### src/rtl/irsir_pkg.sv
package irsir_pkg;
  typedef enum logic {
    ST_IDLE = 1'b0,
    ST_LOW  = 1'b1
  } stretch_state_t;
endpackage

### src/rtl/irsir_sync.sv
module irsir_sync #(
  parameter int STAGES = 2
) (
  input  logic clk,
  input  logic rst_n,
  input  logic tick,
  input  logic d_i,
  output logic q_o
);
  logic [STAGES-1:0] chain;

  for (genvar g = 0; g < STAGES; g++) begin : g_stage
    if (g == 0) begin : g_first
      always_ff @(posedge clk or negedge rst_n) begin
        if (!rst_n)    chain[0] <= 1'b0;
        else if (tick) chain[0] <= d_i;
      end
    end else begin : g_next
      always_ff @(posedge clk or negedge rst_n) begin
        if (!rst_n)    chain[g] <= 1'b0;
        else if (tick) chain[g] <= chain[g-1];
      end
    end
  end

  assign q_o = chain[STAGES-1];
endmodule

### src/rtl/irsir_edge.sv
module irsir_edge (
  input  logic clk,
  input  logic rst_n,
  input  logic tick,
  input  logic sync_i,
  input  logic invert_i,
  input  logic disable_i,
  output logic edge_o
);
  logic hist_q;
  logic cur_pol;
  logic prev_pol;

  always_ff @(posedge clk or negedge rst_n) begin
    if (!rst_n)    hist_q <= 1'b0;
    else if (tick) hist_q <= sync_i;
  end

  // Polarity and gate act on both samples alike, so a control change on a
  // steady line leaves cur_pol == prev_pol.
  assign cur_pol  = ~disable_i & (sync_i ^ invert_i);
  assign prev_pol = ~disable_i & (hist_q ^ invert_i);
  assign edge_o   = cur_pol & ~prev_pol;

  // equal raw samples can never yield an edge, whatever the invert bit
  p_level_no_edge_r8: assert property (@(posedge clk) disable iff (!rst_n)
    (sync_i == hist_q) |-> !edge_o);
endmodule

### src/rtl/irsir_stretch.sv
module irsir_stretch
  import irsir_pkg::*;
#(
  parameter int BIT_TICKS = 16
) (
  input  logic clk,
  input  logic rst_n,
  input  logic tick,
  input  logic start_i,
  output logic ser_o
);
  localparam int CNT_W = (BIT_TICKS > 2) ? $clog2(BIT_TICKS) : 1;
  localparam logic [CNT_W-1:0] LAST = CNT_W'(BIT_TICKS - 1);

  stretch_state_t   st_q;
  logic [CNT_W-1:0] cnt_q;

  always_ff @(posedge clk or negedge rst_n) begin
    if (!rst_n) begin
      st_q  <= ST_IDLE;
      cnt_q <= '0;
    end else if (tick) begin
      unique case (st_q)
        ST_IDLE: begin
          if (start_i) begin
            st_q  <= ST_LOW;
            cnt_q <= '0;
          end
        end
        ST_LOW: begin
          if (cnt_q == LAST) begin
            st_q  <= ST_IDLE;
            cnt_q <= '0;
          end else begin
            cnt_q <= cnt_q + 1'b1;
          end
        end
        default: st_q <= ST_IDLE;
      endcase
    end
  end

  assign ser_o = (st_q == ST_IDLE);

  // counter stays within one bit time and is parked at zero when idle
  p_cnt_range_r3: assert property (@(posedge clk) disable iff (!rst_n)
    (st_q == ST_IDLE) |-> (cnt_q == '0));
  // a running period advances by one per enable, ignoring start_i
  p_no_restart_r5: assert property (@(posedge clk) disable iff (!rst_n)
    (st_q == ST_LOW && tick && cnt_q != LAST) |=>
      (st_q == ST_LOW && cnt_q == CNT_W'($past(cnt_q) + 1'b1)));
  // a low period starts only from an edge seen on an enable
  p_start_on_edge_r4: assert property (@(posedge clk) disable iff (!rst_n)
    $fell(ser_o) |-> $past(start_i && tick));
endmodule

### src/rtl/irsir_pulse_decoder.sv
module irsir_pulse_decoder #(
  parameter int SYNC_STAGES = 2,
  parameter int BIT_TICKS   = 16
) (
  input  logic clk,
  input  logic rst_n,
  input  logic tick16,
  input  logic rx_raw,
  input  logic rx_invert,
  input  logic rx_disable,
  output logic ser_out
);
  logic rx_sync;
  logic rx_edge;

  irsir_sync #(.STAGES(SYNC_STAGES)) u_sync (
    .clk   (clk),
    .rst_n (rst_n),
    .tick  (tick16),
    .d_i   (rx_raw),
    .q_o   (rx_sync)
  );

  irsir_edge u_edge (
    .clk       (clk),
    .rst_n     (rst_n),
    .tick      (tick16),
    .sync_i    (rx_sync),
    .invert_i  (rx_invert),
    .disable_i (rx_disable),
    .edge_o    (rx_edge)
  );

  irsir_stretch #(.BIT_TICKS(BIT_TICKS)) u_stretch (
    .clk     (clk),
    .rst_n   (rst_n),
    .tick    (tick16),
    .start_i (rx_edge),
    .ser_o   (ser_out)
  );

  // the output moves only on enabled edges
  p_tick_only_r9: assert property (@(posedge clk) disable iff (!rst_n)
    !tick16 |=> $stable(ser_out));
  // a gated receiver cannot pull the idle output low
  p_disable_quiet_r6: assert property (@(posedge clk) disable iff (!rst_n)
    (rx_disable && ser_out) |=> ser_out);
  // output is high in the first cycle after reset
  p_reset_idle_r1: assert property (@(posedge clk)
    !rst_n |=> ser_out);
endmodule

### config.mk
export PLATFORM = sky130hd
export DESIGN_NAME = irsir_pulse_decoder
export DESIGN_NICKNAME = d
export VERILOG_FILES = /design/src/rtl/irsir_pkg.sv /design/src/rtl/irsir_sync.sv /design/src/rtl/irsir_edge.sv /design/src/rtl/irsir_stretch.sv /design/src/rtl/irsir_pulse_decoder.sv
export SDC_FILE = /design/constraint.sdc
export NUM_CORES = 1
export LEC_CHECK = 0
export CORE_AREA = 2 2 39 41
export CTS_CLUSTER_DIAMETER = 50
export DETAILED_ROUTE_END_ITERATION = 16
export DIE_AREA = 0 0 41 43
export GPL_ROUTABILITY_DRIVEN = 0
export PLACE_DENSITY_LB_ADDON = 0.05
export SETUP_SLACK_MARGIN = 0.5
export SYNTH_ARGS = -nofsm -noshare
export SYNTH_HDL_FRONTEND = slang
export SYNTH_SLANG_ARGS = --single-unit
export TNS_END_PERCENT = 1
### constraint.sdc
create_clock -name clk -period 2.6 [get_ports clk]
set_clock_uncertainty 0.15 [all_clocks]
set_input_delay 0.52 -clock clk [delete_from_list [all_inputs] [get_ports clk]]
set_output_delay 0.52 -clock clk [all_outputs]
set_load 0.01 [all_outputs]
==> flow_metrics.tcl, run 1 <==
set metrics [dict create \
    final_cell_mix "dfrtp_1, clkdlybuf4s50_1, mux2_2, o21ai_0, clkbuf_4" \
    crit_start "u_stretch.st_q$_DFFE_PN0P_" \
    min_period_over_period_pct 76.99 \
    avgViaCountPerCell 5.193 \
    crit_chain "inv_1 > clkdlybuf4s50_1" \
    setup_viol 0 \
    numCtsBuffers 3 \
    area_growth_pct 25.32 \
    die_h_um 43 \
    fillers 145 \
    grt_usage_pct 10.95 \
    crit-reg2reg-launch "u_edge.hist_q$_DFFE_PN0P_" \
    yosysWarnings 0 \
    hp-class "reg -> reg" \
    io_buffers 6 \
    cts_tree "yes" \
    ys_types 20 \
    rr_endpoint "u_stretch.cnt_q[2]$_DFFE_PN0P_" \
    n_antenna_cell 0 \
    max_slew.worst_pin.slew_ns 0.4045 \
    drive_gt1_share_pct 24.39 \
    clk_pin_slew_ns 0.05 \
    num_vias 296 \
    synth.avg_cell_area_um2 11.68 \
    postCtsSetupRepairBufs 0 \
    syn_area_um2 385.4 \
    rsz0062_at_grt "no" \
    max_stage_delay_ns 0.54 \
    clkSinkCount 8 \
    grt_pass1_vias 285 \
    synth_seq_cells 8 \
    ant_nets 0 \
    overflow 0 \
    ios 7 \
    period_needed_ns 2.002 \
    die-area_mm2 0.001763 \
    critical_path.endpoint "ser_out" \
    die_x_um 41 \
    drc 0 \
    met3_usage_pct 4.712 \
    cp_max_fo 6 \
    fin_nets 50 \
    r2r_cells 4 \
    use_met1_pct 13.95 \
    min_path_cells 1 \
    drt_iter0_drc 9 \
    core_mm2 0.001384 \
    peakVddDrop_uv 271.3 \
    max_slew_margin_pct 72.95 \
    clk_latency_ns 0.25 \
    status "finished, final reports clean" \
    rows 14 \
    r2r_slack_ns 1.05 \
    report.final.slew_viol_count 0 \
    grt_max_degree 11 \
    met2_usage_pct 14.06 \
    final.setup.tns_ns 0 \
    cp_data_arrival_time_ns 1.33 \
    cp_slowest_cell "clkdlybuf4s50_1" \
    final_hold_viol_count 0 \
    drv_cap 0 \
    syn_nets 40 \
    worst_ep_required_time_ns 1.93 \
    fin_area_um2 483.0 \
    htreeDepth 1 \
    antenna_found_initial 0 \
    p_leak_nw 0.2015 \
    placed_cell_area_um2 460.4 \
    crit_path_start_kind "flop" \
    cts_buffer_depth 2 \
    post_cts_resized 0 \
    drtPass1Iterations 3 \
    layout_commonest_cell "dfrtp_1" \
    dp_hpwl_um 517.3 \
    synth-seq-area-share_pct 51.95 \
    max_freq_mhz 499.6 \
    hold_buffers 0 \
    grt.busiest_layer "met2" \
    power.density_mw_per_mm2 993.4 \
    path_class "reg -> out" \
    endpoint_kind "primary output" \
    start_util_pct 27.85 \
    syn_inst 33 \
    wl_per_cell_um 11.70 \
    cts-root-buf "clkbuf_4" \
    grt_pass1_wl_um 1214 \
    routed_wl_um 667 \
]
==> synth_stat cells <==
| master | n | share of area, % |
|---|---|---|
| mux2_2 | 3 | 8.8 |
| a41oi_1 | 1 | 2.3 |
| ha_1 | 1 | 3.2 |
| a21oi_2 | 1 | 2.3 |
| a32o_1 | 1 | 2.6 |
| nand3b_1 | 1 | 1.9 |
| nand2_1 | 1 | 0.97 |
| a21oi_1 | 1 | 1.3 |
| or3b_1 | 1 | 2.3 |
| o21ai_0 | 3 | 3.9 |
| nand4_1 | 1 | 1.6 |
| a22o_1 | 2 | 4.5 |
| a31o_2 | 1 | 2.3 |
| a21o_2 | 1 | 2.3 |
| o21ai_2 | 1 | 2.3 |
| inv_1 | 2 | 1.9 |
| nor2_1 | 1 | 0.97 |
| buf_2 | 1 | 1.3 |
| nand3_1 | 1 | 1.3 |
| dfrtp_1 | 8 | 52 |
==> power by group <==
| group | internal [mW] | total, mW | switching (mW) |
|---|---|---|---|
| Sequential | 0.172 | 0.224 | 0.0516 |
| Clock | 0.0526 | 0.0913 | 0.0388 |
| Combinational | 0.0961 | 0.165 | 0.0687 |
| Total | 0.321 | 0.480 | 0.159 |
==> critical path: cells and delay by family (launching register included) <==
kind                   cells  cell delay (ns)
buffers and inverters      2             0.65
flip-flops                 1             0.44
==> worst min-delay path by stage <==
stage	start	to	slack, ns
final	u_sync.chain[0]$_DFFE_PN0P_	u_sync.chain[0]$_DFFE_PN0P_	0.36
after global routing	u_sync.chain[0]$_DFFE_PN0P_	u_sync.chain[0]$_DFFE_PN0P_	0.38
after global placement	u_sync.chain[0]$_DFFE_PN0P_	u_sync.chain[0]$_DFFE_PN0P_	0.34
after CTS	u_sync.chain[0]$_DFFE_PN0P_	u_sync.chain[0]$_DFFE_PN0P_	0.37
after floorplan	rst_n	u_edge.hist_q$_DFFE_PN0P_	0.07
after detailed placement	u_sync.chain[0]$_DFFE_PN0P_	u_sync.chain[0]$_DFFE_PN0P_	0.35
==> per-layer routing <==
metal / routed length (µm) / share of wire, %
met1: 288 / 43
met4: 0 / 0
met5: 0 / 0
met3: 31 / 4.6
met2: 347 / 52
==> registers in the layout (all words and copies together) (netlist names) <==
signal	count
u_stretch.st_q	1
u_edge.hist_q	1
u_sync.q_o	1
u_stretch.cnt_q	4
u_sync.chain	1
==> area by class of cell <==
type	instances	area (µm²)	share of cell area [%]
Inverter	2	7.507	1.554
Multi-Input combinational cell	22	172.7	35.75
Clock buffer	3	22.52	4.663
Tap cell	16	20.02	4.145
Sequential cell	8	200.2	41.45
Timing Repair Buffer	6	60.06	12.44
==> stage by stage <==
step	hold slack (ns)	worst slack, ns	std cells	power, mW	utilization (%)
after floorplan	0.07441	0.9602	33	0.3373	-
after global placement	0.3353	0.4912	54	0.3841	33.27
after detailed placement	0.3545	0.4635	54	0.3919	33.27
after CTS	0.3662	0.5745	57	0.4898	34.90
after global routing	0.3848	0.5359	57	0.5269	34.90
final	0.3596	0.5984	57	0.4798	34.90
==> cell families after synthesis <==
logic type      share of synthesized area (%)
simple gates                            9.090
buf+inv                                 3.246
compound gates                          23.70
mux                                     8.766
flops                                   51.95
fa+ha+maj                               3.246
Power figures use the tool's default switching activity.
==> run 2, diff against run 1 <==
clock period = 1.6 ns   (was 2.6 ns; I/O delays follow)
==> run 2 against run 1 <==
- final area increased by 7.8%
- combinational power rose by 90%
- clock-buffer cell count is the same
- first-iteration DRC count decreased by 78%
- global-route usage is 0.34 points lower
- total power grew 69%
- non-clock buffer count is 4 higher
- cell count grew 7.0%
- utilization is 2.7 points higher
- setup slack worse by 0.47 ns
- critical endpoint is now u_stretch.cnt_q[3]$_DFFE_PN0P_
- sequential power increased by 55%
==> flow_metrics.tcl, run 2 (same netlist as run 1, synthesis figures left out) <==
set metrics [dict create \
    clk_pin_slew_ns 0.06 \
    drv_cap 0 \
    io_buffers 6 \
    grt_max_degree 11 \
    crit_path_start_kind "flop" \
    peakVddDrop_uv 599.4 \
    cp_data_arrival_time_ns 1.46 \
    cp_max_fo 4 \
    die-area_mm2 0.001763 \
    post-route-util_pct 37.61 \
    rows 14 \
    start_util_pct 27.85 \
    regMostFlops "u_stretch.cnt_q" \
    rsz0062_at_grt "yes" \
    endpoint_kind "flop" \
    power.switching_mw 0.2695 \
    max_slew_margin_pct 75.34 \
    status "finished, final reports clean" \
    fillers 146 \
    layout_commonest_cell "dfrtp_1" \
    wl_per_cell_um 11.20 \
    p_leak_nw 0.2260 \
    ant_nets 0 \
    drtPass1Iterations 2 \
    n_antenna_cell 0 \
    ios 7 \
    final.setup.tns_ns 0 \
    setup_viol 0 \
    cp_slowest_cell "or3b_4" \
    grt_usage_pct 10.62 \
    cts_tree "yes" \
    drt_iter0_drc 2 \
    worst_ep_required_time_ns 1.59 \
    hp-class "in -> async" \
    htreeDepth 1 \
    avgViaCountPerCell 4.721 \
    area_growth_pct 35.06 \
    dp_cells 56 \
    grt_pass1_wl_um 1159 \
    fin_area_um2 520.5 \
    cts-root-buf "clkbuf_4" \
    fin_nets 54 \
    power_frac_seq_pct 42.7 \
    cts_buffer_depth 2 \
    numCtsBuffers 3 \
    drc 0 \
    final_cell_mix "dfrtp_1, clkdlybuf4s50_1, buf_4" \
    placed_cell_area_um2 475.5 \
    grt_pass1_vias 263 \
    antenna_found_initial 0 \
    max_stage_delay_ns 0.38 \
    die_h_um 43 \
    report.final.slew_viol_count 0 \
    final_hold_viol_count 0 \
    largest_reg_flops 4 \
    power.density_mw_per_mm2 1560 \
    max_freq_mhz 679.6 \
    overflow 0 \
    core_mm2 0.001384 \
    die_x_um 41 \
    drive_gt1_share_pct 33.33 \
    min_period_over_period_pct 91.97 \
    max_slew.worst_pin.slew_ns 0.3687 \
    share_comb_of_total_power_pct 38.5 \
    switching_share_pct 33.20 \
    hold_buffers 0 \
    final_cells 61 \
    clkSinkCount 8 \
    path_class "reg -> reg" \
    num_vias 288 \
    period_needed_ns 1.472 \
    crit_chain "or3b_4 > a21oi_4 > o21ai_2 > a22o_1" \
    p_int_mw 0.5423 \
    clk_latency_ns 0.25 \
    clkPwrFrac_pct 18.8 \
    routed_wl_um 683 \
]
[run 2: final cells by class]
cell class              instances  area (µm²)  share of cell area (%)
inverters                       2       7.507                   1.442
repair buffers                 10       87.58                   16.83
flip-flops and latches          8       200.2                   38.46
clock buffers                   3       22.52                   4.327
multi-input cells              22       182.7                   35.10
well taps                      16       20.02                   3.846
[run 2: stage by stage]
| step | total power [mW] | hold slack, ns | worst slack, ns |
|---|---|---|---|
| floorplan | 0.5481 | -0.1256 | 0.1571 |
| global placement | 0.6543 | 0.3342 | -0.2763 |
| detailed placement | 0.6582 | 0.3499 | -0.2983 |
| CTS | 0.8131 | 0.2171 | 0.07903 |
| global route | 0.8809 | 0.2325 | 0.05809 |
| finish | 0.8118 | 0.1964 | 0.1285 |
[run 2: critical path: cells and delay by family (launching register included)]
family           cells  cell delay (ns)
AO/OA/AOI/OAI        3             0.46
flip-flops           1             0.37
AND/OR/NAND/NOR      1             0.38
[run 2: worst paths after layout]
kind | end | depth (start not counted) | from | slack, ns
min in group clk | u_sync.q_o$_DFFE_PN0P_ | 1 | u_sync.chain[0]$_DFFE_PN0P_ | 0.36
hold reg to reg | u_sync.q_o$_DFFE_PN0P_ | 1 | u_sync.chain[0]$_DFFE_PN0P_ | 0.36
max in group asynchronous | u_sync.q_o$_DFFE_PN0P_ | 1 | rst_n | 0.83
hold / removal | u_stretch.cnt_q[2]$_DFFE_PN0P_ | 1 | rst_n | 0.20
setup / recovery | u_stretch.cnt_q[3]$_DFFE_PN0P_ | 4 | u_edge.hist_q$_DFFE_PN0P_ | 0.13
setup reg to reg | u_stretch.cnt_q[3]$_DFFE_PN0P_ | 4 | u_edge.hist_q$_DFFE_PN0P_ | 0.13
[run 2: metal layers]
layer  GRT usage (%)  wire length (µm)  part of all wire, %
met2           12.81               340                   50
met5               0                 0                    0
met1           13.16               315                   46
met4           10.00                 0                    0
met3           4.712                27                  4.0
[run 2: power by group through the flow]
stage | Clock (mW) | Sequential (mW) | Combinational, mW
final | 0.152 | 0.347 | 0.313
after global routing | 0.173 | 0.357 | 0.351
after CTS | 0.158 | 0.345 | 0.310
after detailed placement | 0 | 0.350 | 0.309
after global placement | 0 | 0.349 | 0.306
after floorplan | 0 | 0.346 | 0.203
[run 2: repair_timing]
action	in CTS	in global routing
endpoints found under the hold margin	0	0
pin swaps	5	3
setup buffers	2	0
setup endpoints to repair	9	9
resized for setup	2	2
